--- src/rtl/icache_pkg.sv ---
package icache_pkg;

    // Refill sequencer state
    typedef enum logic {
        FILL_IDLE = 1'b0,
        FILL_BUSY = 1'b1
    } fill_state_e;

    // Per-cycle counter events
    typedef struct packed {
        logic ref_evt;
        logic hit_evt;
        logic miss_evt;
    } cnt_evt_t;

    // Number of bits needed to index n items (at least 1)
    function automatic int unsigned idx_bits(input int unsigned n);
        return (n <= 1) ? 1 : $clog2(n);
    endfunction

endpackage

--- src/rtl/icache_tag_store.sv ---
module icache_tag_store #(
    parameter int SLOTS = 4,
    parameter int TAG_W = 58,
    parameter int IDX_W = 2
) (
    input  logic             clk,
    input  logic             rst,
    input  logic [IDX_W-1:0] rd_idx,
    output logic             rd_valid,
    output logic [TAG_W-1:0] rd_tag,
    input  logic             wr_en,
    input  logic [IDX_W-1:0] wr_idx,
    input  logic [TAG_W-1:0] wr_tag
);

    logic [SLOTS-1:0] valid_vec;
    logic [TAG_W-1:0] tag_arr [SLOTS];

    for (genvar s = 0; s < SLOTS; s++) begin : g_line
        logic             v_q;
        logic [TAG_W-1:0] t_q;
        logic             sel;

        assign sel = wr_en && (wr_idx == IDX_W'(s));

        always_ff @(posedge clk) begin
            if (rst) begin
                v_q <= 1'b0;
            end else if (sel) begin
                v_q <= 1'b1;
            end
        end

        always_ff @(posedge clk) begin
            if (sel) begin
                t_q <= wr_tag;
            end
        end

        assign valid_vec[s] = v_q;
        assign tag_arr[s]   = t_q;
    end

    assign rd_valid = valid_vec[rd_idx];
    assign rd_tag   = tag_arr[rd_idx];

endmodule

--- src/rtl/icache_data_store.sv ---
module icache_data_store #(
    parameter int SLOTS       = 4,
    parameter int BLOCK_WORDS = 4,
    parameter int WORD_W      = 32,
    parameter int IDX_W       = 2,
    parameter int WOFF_W      = 2
) (
    input  logic              clk,
    input  logic [IDX_W-1:0]  rd_idx,
    input  logic [WOFF_W-1:0] rd_word,
    output logic [WORD_W-1:0] rd_data,
    input  logic              wr_en,
    input  logic [IDX_W-1:0]  wr_idx,
    input  logic [WOFF_W-1:0] wr_word,
    input  logic [WORD_W-1:0] wr_data
);

    localparam int DEPTH = SLOTS * BLOCK_WORDS;
    localparam int AW    = IDX_W + WOFF_W;

    logic [WORD_W-1:0] words_q [DEPTH];
    logic [AW-1:0]     wr_pos;
    logic [AW-1:0]     rd_pos;

    assign wr_pos = {wr_idx, wr_word};
    assign rd_pos = {rd_idx, rd_word};

    always_ff @(posedge clk) begin
        if (wr_en) begin
            words_q[wr_pos] <= wr_data;
        end
    end

    assign rd_data = words_q[rd_pos];

endmodule

--- src/rtl/icache_refill_ctrl.sv ---
module icache_refill_ctrl
    import icache_pkg::*;
#(
    parameter int ADDR_W      = 64,
    parameter int WORD_W      = 32,
    parameter int BLOCK_WORDS = 4,
    parameter int TAG_W       = 58,
    parameter int IDX_W       = 2,
    parameter int WOFF_W      = 2,
    parameter int OFF_W       = 2
) (
    input  logic              clk,
    input  logic              rst,
    input  logic              start,
    input  logic [TAG_W-1:0]  start_tag,
    input  logic [IDX_W-1:0]  start_idx,
    input  logic [WOFF_W-1:0] start_woff,
    output logic              idle,
    output logic              mem_req,
    output logic [ADDR_W-1:0] mem_addr,
    input  logic              mem_ack,
    input  logic [WORD_W-1:0] mem_data,
    output logic              wr_en,
    output logic [IDX_W-1:0]  wr_idx,
    output logic [WOFF_W-1:0] wr_word,
    output logic [WORD_W-1:0] wr_data,
    output logic              commit,
    output logic [TAG_W-1:0]  commit_tag,
    output logic [WORD_W-1:0] done_data
);

    localparam logic [WOFF_W-1:0] LAST_BEAT = WOFF_W'(BLOCK_WORDS - 1);

    fill_state_e       state_q;
    logic [WOFF_W-1:0] beat_q;
    logic [TAG_W-1:0]  tag_q;
    logic [IDX_W-1:0]  idx_q;
    logic [WOFF_W-1:0] woff_q;
    logic [WORD_W-1:0] grab_q;
    logic              beat_done;
    logic              last_beat;

    assign beat_done = (state_q == FILL_BUSY) && mem_ack;
    assign last_beat = (beat_q == LAST_BEAT);

    always_ff @(posedge clk) begin
        if (rst) begin
            state_q <= FILL_IDLE;
            beat_q  <= '0;
        end else begin
            unique case (state_q)
                FILL_IDLE: begin
                    if (start) begin
                        state_q <= FILL_BUSY;
                        beat_q  <= '0;
                    end
                end
                FILL_BUSY: begin
                    if (mem_ack) begin
                        beat_q <= beat_q + 1'b1;
                        if (last_beat) begin
                            state_q <= FILL_IDLE;
                        end
                    end
                end
                default: state_q <= FILL_IDLE;
            endcase
        end
    end

    // Miss context captured at the start of a refill
    always_ff @(posedge clk) begin
        if (state_q == FILL_IDLE && start) begin
            tag_q  <= start_tag;
            idx_q  <= start_idx;
            woff_q <= start_woff;
        end
    end

    // Keep the requested word when its beat passes by
    always_ff @(posedge clk) begin
        if (beat_done && (beat_q == woff_q)) begin
            grab_q <= mem_data;
        end
    end

    assign idle       = (state_q == FILL_IDLE);
    assign mem_req    = (state_q == FILL_BUSY);
    assign mem_addr   = {tag_q, idx_q, beat_q, {OFF_W{1'b0}}};

    assign wr_en      = beat_done;
    assign wr_idx     = idx_q;
    assign wr_word    = beat_q;
    assign wr_data    = mem_data;

    assign commit     = beat_done && last_beat;
    assign commit_tag = tag_q;
    assign done_data  = (beat_q == woff_q) ? mem_data : grab_q;

endmodule

--- src/rtl/icache_dm_top.sv ---
module icache_dm_top
    import icache_pkg::*;
#(
    parameter int ADDR_W      = 64,
    parameter int WORD_W      = 32,
    parameter int SLOTS       = 4,
    parameter int BLOCK_WORDS = 4,
    parameter int CNT_W       = 32
) (
    input  logic              clk,
    input  logic              rst,
    input  logic              fetch_req,
    input  logic [ADDR_W-1:0] fetch_addr,
    output logic              fetch_ready,
    output logic              rsp_valid,
    output logic [WORD_W-1:0] rsp_data,
    output logic              mem_req,
    output logic [ADDR_W-1:0] mem_addr,
    input  logic              mem_ack,
    input  logic [WORD_W-1:0] mem_data,
    output logic [CNT_W-1:0]  cnt_refs,
    output logic [CNT_W-1:0]  cnt_hits,
    output logic [CNT_W-1:0]  cnt_misses
);

    localparam int OFF_W   = idx_bits(WORD_W / 8);
    localparam int WOFF_W  = idx_bits(BLOCK_WORDS);
    localparam int IDX_W   = idx_bits(SLOTS);
    localparam int TAG_LSB = OFF_W + WOFF_W + IDX_W;
    localparam int TAG_W   = ADDR_W - TAG_LSB;

    // Address fields
    logic [WOFF_W-1:0] a_woff;
    logic [IDX_W-1:0]  a_idx;
    logic [TAG_W-1:0]  a_tag;

    assign a_woff = fetch_addr[OFF_W +: WOFF_W];
    assign a_idx  = fetch_addr[OFF_W + WOFF_W +: IDX_W];
    assign a_tag  = fetch_addr[ADDR_W-1:TAG_LSB];

    logic              idle;
    logic              accept;
    logic              line_valid;
    logic [TAG_W-1:0]  line_tag;
    logic [WORD_W-1:0] line_word;
    logic              lookup_hit;
    cnt_evt_t          evt;

    logic              dwr_en;
    logic [IDX_W-1:0]  dwr_idx;
    logic [WOFF_W-1:0] dwr_word;
    logic [WORD_W-1:0] dwr_data;
    logic              commit;
    logic [TAG_W-1:0]  commit_tag;
    logic [WORD_W-1:0] done_data;

    assign fetch_ready = idle;
    assign accept      = fetch_req && idle;
    assign lookup_hit  = line_valid && (line_tag == a_tag);

    always_comb begin
        evt.ref_evt  = accept;
        evt.hit_evt  = accept && lookup_hit;
        evt.miss_evt = accept && !lookup_hit;
    end

    icache_tag_store #(
        .SLOTS (SLOTS),
        .TAG_W (TAG_W),
        .IDX_W (IDX_W)
    ) tags_i (
        .clk      (clk),
        .rst      (rst),
        .rd_idx   (a_idx),
        .rd_valid (line_valid),
        .rd_tag   (line_tag),
        .wr_en    (commit),
        .wr_idx   (dwr_idx),
        .wr_tag   (commit_tag)
    );

    icache_data_store #(
        .SLOTS       (SLOTS),
        .BLOCK_WORDS (BLOCK_WORDS),
        .WORD_W      (WORD_W),
        .IDX_W       (IDX_W),
        .WOFF_W      (WOFF_W)
    ) data_i (
        .clk     (clk),
        .rd_idx  (a_idx),
        .rd_word (a_woff),
        .rd_data (line_word),
        .wr_en   (dwr_en),
        .wr_idx  (dwr_idx),
        .wr_word (dwr_word),
        .wr_data (dwr_data)
    );

    icache_refill_ctrl #(
        .ADDR_W      (ADDR_W),
        .WORD_W      (WORD_W),
        .BLOCK_WORDS (BLOCK_WORDS),
        .TAG_W       (TAG_W),
        .IDX_W       (IDX_W),
        .WOFF_W      (WOFF_W),
        .OFF_W       (OFF_W)
    ) fill_i (
        .clk        (clk),
        .rst        (rst),
        .start      (evt.miss_evt),
        .start_tag  (a_tag),
        .start_idx  (a_idx),
        .start_woff (a_woff),
        .idle       (idle),
        .mem_req    (mem_req),
        .mem_addr   (mem_addr),
        .mem_ack    (mem_ack),
        .mem_data   (mem_data),
        .wr_en      (dwr_en),
        .wr_idx     (dwr_idx),
        .wr_word    (dwr_word),
        .wr_data    (dwr_data),
        .commit     (commit),
        .commit_tag (commit_tag),
        .done_data  (done_data)
    );

    // Response register: a hit answers next cycle, a refill answers after its last beat
    always_ff @(posedge clk) begin
        if (rst) begin
            rsp_valid <= 1'b0;
            rsp_data  <= '0;
        end else begin
            rsp_valid <= evt.hit_evt || commit;
            if (evt.hit_evt) begin
                rsp_data <= line_word;
            end else if (commit) begin
                rsp_data <= done_data;
            end
        end
    end

    // Reference, hit and miss counters
    always_ff @(posedge clk) begin
        if (rst) begin
            cnt_refs   <= '0;
            cnt_hits   <= '0;
            cnt_misses <= '0;
        end else begin
            if (evt.ref_evt)  cnt_refs   <= cnt_refs + 1'b1;
            if (evt.hit_evt)  cnt_hits   <= cnt_hits + 1'b1;
            if (evt.miss_evt) cnt_misses <= cnt_misses + 1'b1;
        end
    end

endmodule

--- config.mk ---
export PLATFORM = sky130hd
export DESIGN_NAME = icache_dm_top
export DESIGN_NICKNAME = d
export VERILOG_FILES = /design/src/rtl/icache_pkg.sv /design/src/rtl/icache_tag_store.sv /design/src/rtl/icache_data_store.sv /design/src/rtl/icache_refill_ctrl.sv /design/src/rtl/icache_dm_top.sv
export SDC_FILE = /design/constraint.sdc
export NUM_CORES = 1
export LEC_CHECK = 0
export ABC_AREA = 0
export BUFFER_PORTS_ARGS = -buffer_cell sky130_fd_sc_hd__buf_4
export CORE_ASPECT_RATIO = 1.4
export CORE_MARGIN = 2
export CORE_UTILIZATION = 60
export DETAILED_ROUTE_END_ITERATION = 8
export GPL_ROUTABILITY_DRIVEN = 1
export GPL_TIMING_DRIVEN = 0
export MAX_ROUTING_LAYER = met4
export PLACE_DENSITY_LB_ADDON = 0.3
export SETUP_SLACK_MARGIN = 0.02
export SYNTH_ARGS = -nofsm -noshare
export SYNTH_HDL_FRONTEND = slang
export SYNTH_SLANG_ARGS = --single-unit
--- constraint.sdc ---
create_clock -name clk -period 9.8 [get_ports clk]
set_clock_uncertainty 0.05 [all_clocks]
set_input_delay 1.96 -clock clk [delete_from_list [all_inputs] [get_ports clk]]
set_output_delay 1.96 -clock clk [all_outputs]
set_load 0.02 [all_outputs]
==> impl_metrics.json, run 1 <==
{
  "hpwl_mm": 66.1,
  "die-area_mm2": 0.0661,
  "fmax_mhz": 165,
  "required_ns": 10.31,
  "period_needed_ns": 6.05,
  "routed_wl_mm": 101,
  "synth.top_cell.area_share_pct": 65.5,
  "die_w_um": 218,
  "r2r_start": "tags_i.g_line[2].t_q[22]$_DFFE_PP_",
  "yosys.area_share.simple_pct": 5.32,
  "synth_xor_area_share_pct": 1.55,
  "final_cells": 3462,
  "synthArstFlopShare_pct": 0,
  "grt_max_degree": 28,
  "cts_buffers": 90,
  "vdd_drop_max_mv": 0.181,
  "final_core_util_pct": 72.2,
  "relSlewSlack_pct": 16.6,
  "timing.rr.end": "cnt_misses[5]$_SDFFE_PP0P_",
  "muxShareOfSynthArea_pct": 15.3,
  "yosysTopAreaCell": "edfxtp_1",
  "overflow": 0,
  "clock_latency_ns": 0.66,
  "path_max_fanout": 10,
  "status": "completed",
  "place_inst": 3289,
  "initial_core_util_pct": 60.7,
  "synth_top_family_by_area": "multiplexers",
  "reg2reg_slack_ns": 5.64,
  "design_area_mm2": 0.0457,
  "vias": 22700,
  "final-hold-violation-count": 0,
  "cts.path.max_buffers": 3,
  "path_clk_slew_ns": 0.06,
  "crit_start": "fetch_addr[5]",
  "grt_pass1_vias": 23300,
  "drc_errors": 0,
  "synth_most_common_cell": "edfxtp_1",
  "synth_cell_types": 67,
  "gp_congestion": 0.902,
  "maxSlewViolCount": 0,
  "synth_edf_count": 838,
  "viasPerCell": 6.56,
  "powerDensity_mw_per_mm2": 190,
  "rsz0062_at_grt": "no",
  "cts-root-buf": "clkbuf_16",
  "yosys_warnings": 0,
  "placement_rows": 109,
  "post-cts-setup-buffer-count": 0,
  "grt_pass1_wl_mm": 149,
  "end_kind": "register",
  "layout-drive-gt1-share_pct": 28.6,
  "cts_resized": 0,
  "ys_seq_area_share_pct": 72.6,
  "setup_viol": 0,
  "synthTopCellsByArea": "edfxtp_1 65%, mux4_2 11%, dfxtp_1 7.1%",
  "cp-endpoint": "cnt_misses[5]$_SDFFE_PP0P_",
  "dr.pass1.iters": 6,
  "worst_slew_pin_slew_ns": 1.25,
  "port_buffers": 289,
  "syn2layout_area_growth_pct": 18.9,
  "nNetsFinal": 2656,
  "timing.hold.ws_ns": 0.424,
  "fp.dieH_um": 303,
  "power.leakage_nw": 15.5,
  "avgRoutedWirePerCell_um": 29.3,
  "antenna_found_initial": 4,
  "drt-initial-drc-count": 2657,
  "path_class": "primary input to register",
  "track_usage_pct": 32.0,
  "tritoncts": "yes",
  "cp_data_arrival_time_ns": 6.56,
  "ys_top_cells_by_count": "838 x edfxtp_1, 196 x mux4_2, 136 x dfxtp_1",
  "antenna_left": 0,
  "placedInstanceArea_mm2": 0.0425,
  "cp-start-kind": "primary input",
  "fin_ws_ns": 3.75,
  "synth.ff_latch_count": 974,
  "cts-htree-levels": 3,
  "synth-compound-area-share_pct": 3.35,
  "synth_adder_area_share_pct": 0.228,
  "period_share_pct": 61.7,
  "reg2reg_depth": 11,
  "pin_count": 295,
  "core_mm2": 0.0633,
  "max-cap-violations": 0,
  "syn_area_per_cell_um2": 18.1,
  "cts_sinks": 974,
  "hp-class": "register to register",
  "hold_buffers": 0,
  "synth_area_mm2": 0.0384,
  "synth_flop_cell": "edfxtp_1",
  "syn_inst": 2121,
  "place_ws_ns": 3.17
}
==> metal layers <==
metal / wire length [µm] / track usage, %
met5: 0 / -
met1: 35500 / 38.4
met3: 8810 / 5.41
met2: 52200 / 53.1
met4: 4900 / 15.4
==> critical path, cell delays in order <==
cell	delay [ns]
buf_4	0.09
buf_2	0.16
buf_4	0.21
buf_4	0.27
buf_2	0.34
buf_2	0.43
a211oi_1	0.23
o31ai_1	0.32
nor4bb_1	0.52
and4_1	0.34
and3_1	0.28
clkbuf_1	0.40
clkbuf_1	0.39
buf_2	0.30
o21ai_0	0.13
a21oi_1	0.14
==> where the power goes <==
part | total (mW) | leakage (nW) | switching (mW) | internal, mW
Clock | 3.68 | 1.52 | 1.54 | 2.14
Sequential | 4.56 | 8.67 | 0.0314 | 4.53
Combinational | 0.441 | 5.35 | 0.256 | 0.185
==> cell families after synthesis <==
kind of cell | Yosys count
AO/OA/AOI/OAI | 194
XOR/XNOR | 68
adder cells (fa/ha/maj) | 7
buffers and inverters | 147
flip-flops | 974
multiplexers | 330
other | 1
AND/OR/NAND/NOR | 400
==> worst min path at each step <==
stage | from | end | cells past startpoint
6_report | tags_i.g_line[3].v_q$_SDFFE_PP0P_ | tags_i.g_line[3].v_q$_SDFFE_PP0P_ | 2
5_1_grt | rsp_data[25]$_SDFFE_PP0P_ | rsp_data[25]$_SDFFE_PP0P_ | 2
4_1_cts | rsp_data[25]$_SDFFE_PP0P_ | rsp_data[25]$_SDFFE_PP0P_ | 2
3_5_place_dp | tags_i.g_line[3].v_q$_SDFFE_PP0P_ | tags_i.g_line[3].v_q$_SDFFE_PP0P_ | 2
3_3_place_gp | tags_i.g_line[2].v_q$_SDFFE_PP0P_ | tags_i.g_line[2].v_q$_SDFFE_PP0P_ | 2
2_1_floorplan | tags_i.g_line[2].v_q$_SDFFE_PP0P_ | tags_i.g_line[2].v_q$_SDFFE_PP0P_ | 2
==> flip-flops by register name (all words and copies together) (netlist names) <==
register,count
tags_i.g_line.v_q,4
rsp_valid,1
data_i.words_q,512
fill_i.grab_q,32
fill_i.wr_idx,2
fill_i.wr_word,2
rsp_data,32
cnt_hits,32
fill_i.woff_q,2
cnt_refs,32
fill_i.mem_req,1
tags_i.g_line.t_q,232
cnt_misses,32
fill_i.commit_tag,58
==> area by class of cell <==
class / instances / area [µm²]
inverters: 38 / 143
well taps: 832 / 1040
multi-input cells: 1001 / 10100
repair buffers: 335 / 2920
clock inverters: 62 / 736
diodes: 4 / 10.0
plain buffers: 109 / 494
flip-flops and latches: 974 / 27900
fillers: 3772 / 17600
clock buffers: 107 / 2380
==> placed cells by master, fill, tap and decap left out, types with 10 or more instances in the layout <==
| master | Yosys | final |
|---|---|---|
| edfxtp_1 | 838 | 838 |
| buf_4 | 6 | 298 |
| mux4_2 | 196 | 196 |
| dfxtp_1 | 136 | 136 |
| mux2i_1 | 108 | 108 |
| nor2_1 | 111 | 96 |
| clkbuf_16 | 0 | 92 |
| clkbuf_1 | 73 | 86 |
| nand2_1 | 83 | 83 |
| a21oi_1 | 55 | 55 |
| o21ai_0 | 42 | 42 |
| nand3_1 | 39 | 39 |
| inv_1 | 38 | 38 |
| xnor2_1 | 34 | 34 |
| xor2_1 | 34 | 34 |
| nand4_1 | 33 | 33 |
| o31ai_1 | 27 | 27 |
| or4_1 | 25 | 25 |
| buf_6 | 4 | 21 |
| mux2_2 | 20 | 20 |
| clkinv_1 | 0 | 19 |
| buf_2 | 17 | 17 |
| clkinv_2 | 0 | 16 |
| nor2_4 | 0 | 15 |
| nor2b_1 | 15 | 15 |
| and3_1 | 15 | 15 |
| bufinv_16 | 0 | 15 |
| buf_12 | 0 | 15 |
| or3_1 | 11 | 11 |
| nand3b_1 | 10 | 10 |
| and4_1 | 10 | 10 |
| nor3_1 | 16 | 10 |
==> metrics by stage <==
stage          total power [mW]  TNS, ns
6_report                   8.68        0
4_1_cts                    8.72        0
5_1_grt                    8.89        0
2_1_floorplan              4.88        0
3_3_place_gp               5.06  -164.02
3_5_place_dp               5.09        0
Note: power is estimated with default switching activity, not from simulation.
==> run 2, diff against run 1 <==
--- a/config.mk
+++ b/config.mk
@@ -9,7 +9,7 @@
 export BUFFER_PORTS_ARGS = -buffer_cell sky130_fd_sc_hd__buf_4
 export CORE_ASPECT_RATIO = 1.4
 export CORE_MARGIN = 2
-export CORE_UTILIZATION = 60
+export CORE_UTILIZATION = 54
 export DETAILED_ROUTE_END_ITERATION = 8
 export GPL_ROUTABILITY_DRIVEN = 1
 export GPL_TIMING_DRIVEN = 0
==> constraint.sdc (replaced) <==
create_clock -name clk -period 5 [get_ports clk]
set_clock_uncertainty 0.05 [all_clocks]
set_input_delay 1 -clock clk [delete_from_list [all_inputs] [get_ports clk]]
set_output_delay 1 -clock clk [all_outputs]
set_load 0.02 [all_outputs]
==> impl_metrics.json, run 2 (synthesis gave the netlist of run 1 again) <==
{
  "status": "completed",
  "dr.pass1.iters": 5,
  "vias": 22400,
  "grt_pass1_vias": 22700,
  "final_cell_mix": "838 x edfxtp_1, 297 x buf_4, 196 x mux4_2, 136 x dfxtp_1, 108 x mux2i_1",
  "multi_input_area_mm2": 0.0101,
  "final-seq-area_mm2": 0.0279,
  "layout-drive-gt1-share_pct": 29.1,
  "relSlewSlack_pct": 18.5,
  "reg2reg_slack_ns": 0.82,
  "viasPerCell": 6.29,
  "cts-htree-levels": 3,
  "total_power_mw": 17.0,
  "final_common_cell": "edfxtp_1",
  "final_core_util_pct": 65.2,
  "fmax_mhz": 205,
  "rsz0062_at_grt": "no",
  "overflow": 0,
  "track_usage_pct": 28.2,
  "routed_wl_mm": 100,
  "powerDensity_mw_per_mm2": 371,
  "core_mm2": 0.0704,
  "die-area_mm2": 0.0733,
  "design_area_mm2": 0.0459,
  "cts-root-buf": "clkbuf_16",
  "vdd_drop_max_mv": 0.365,
  "pin_count": 295,
  "tritoncts": "yes",
  "cp_data_arrival_time_ns": 5.32,
  "required_ns": 5.45,
  "maxSlewViolCount": 0,
  "regMostFlops": "data_i.words_q",
  "clock_latency_ns": 0.66,
  "grt_pass1_wl_mm": 147,
  "largest_register_ffs": 512,
  "worst_slew_pin_slew_ns": 1.22,
  "cp-start-kind": "primary input",
  "path_class": "primary input to register",
  "antenna_left": 0,
  "avgRoutedWirePerCell_um": 28.2,
  "period_needed_ns": 4.87,
  "hp-class": "register to register",
  "cts_sinks": 974,
  "cts_buffers": 91,
  "timing.hold.ws_ns": 0.425,
  "gp_congestion": 0.889,
  "path_clk_slew_ns": 0.07,
  "syn2layout_area_growth_pct": 19.5,
  "final-hold-violation-count": 0,
  "path_max_fanout": 10,
  "die_w_um": 229,
  "placedInstanceArea_mm2": 0.0427,
  "fp.dieH_um": 320,
  "antenna_found_initial": 5,
  "initial_core_util_pct": 54.6,
  "grt_max_degree": 29,
  "max-cap-violations": 0,
  "setup_viol": 0,
  "fillers": 4670,
  "period_share_pct": 97.4,
  "cts.path.max_buffers": 3,
  "hpwl_mm": 66.3,
  "drc_errors": 0,
  "nNetsFinal": 2656,
  "placement_rows": 115,
  "fin_tns_setup_ns": 0,
  "power.leakage_nw": 15.6,
  "port_buffers": 289,
  "end_kind": "register",
  "drt-initial-drc-count": 2689
}
-- run 2: cell types whose count changed in the layout (fill, tap and decap cells not counted), moves of 3 or more --
cell,before,now
buf_12,15,18
bufinv_16,15,12
inv_6,0,3
clkbuf_1,86,77
clkbuf_8,2,7
clkinv_1,19,16
clkinvlp_4,4,7
clkbuf_2,0,3
-- run 2: per-stage QoR --
step,instances,setup WS (ns)
2_1_floorplan,2122,0.264
3_3_place_gp,3347,-2.62
3_5_place_dp,3392,-0.709
4_1_cts,3561,0.0424
5_1_grt,3566,0.0220
6_report,3566,0.129
-- run 2: where the power goes --
| group | switching [mW] | internal [mW] |
|---|---|---|
| Sequential | 0.0603 | 8.88 |
| Combinational | 0.496 | 0.364 |
| Clock | 3.04 | 4.17 |
-- run 2: worst paths after layout --
| check | cells after the start | start | end |
|---|---|---|---|
| max | 15 | fetch_addr[5] | rsp_data[12]$_SDFFE_PP0P_ |
| min | 2 | rsp_data[22]$_SDFFE_PP0P_ | rsp_data[22]$_SDFFE_PP0P_ |
| max reg2reg | 11 | tags_i.g_line[1].t_q[40]$_DFFE_PP_ | rsp_data[12]$_SDFFE_PP0P_ |
| min reg2reg | 2 | rsp_data[22]$_SDFFE_PP0P_ | rsp_data[22]$_SDFFE_PP0P_ |
-- run 2: cell type report --
type                            instances  area share, %
Antenna cell                            5         0.0273
Buffer                                108           1.10
Clock buffer                          109           5.40
Clock inverter                         60           1.41
Inverter                               38          0.311
Multi-Input combinational cell       1001           22.0
Sequential cell                       974           60.8
Tap cell                              936           2.55
Timing Repair Buffer                  335           6.44
-- run 2: timing repair --
action	CTS	global route
endpoints found under the setup margin	18	44
setup buffers	0	1
resized for setup	5	14
hold buffers	0	0
pin swaps	0	1
-- run 2: worst max-delay path, cell delays in order --
cell,delay [ns]
buf_4,0.09
buf_2,0.16
buf_4,0.21
buf_2,0.38
mux4_2,0.38
xor2_1,0.17
nor4_1,0.44
o2111ai_1,0.43
or4_4,0.65
or3_1,0.32
buf_2,0.17
buf_2,0.26
buf_2,0.32
mux2i_1,0.24
nor2_1,0.08
-- run 2: routing by layer --
metal | GRT usage (%) | up-vias | routed length (µm)
met4 | 11.4 | 0 | 3690
li1 | - | 9413 | -
met3 | 5.56 | 244 | 8880
met2 | 46.5 | 1301 | 51200
met1 | 34.3 | 11500 | 36700
met5 | - | - | 0
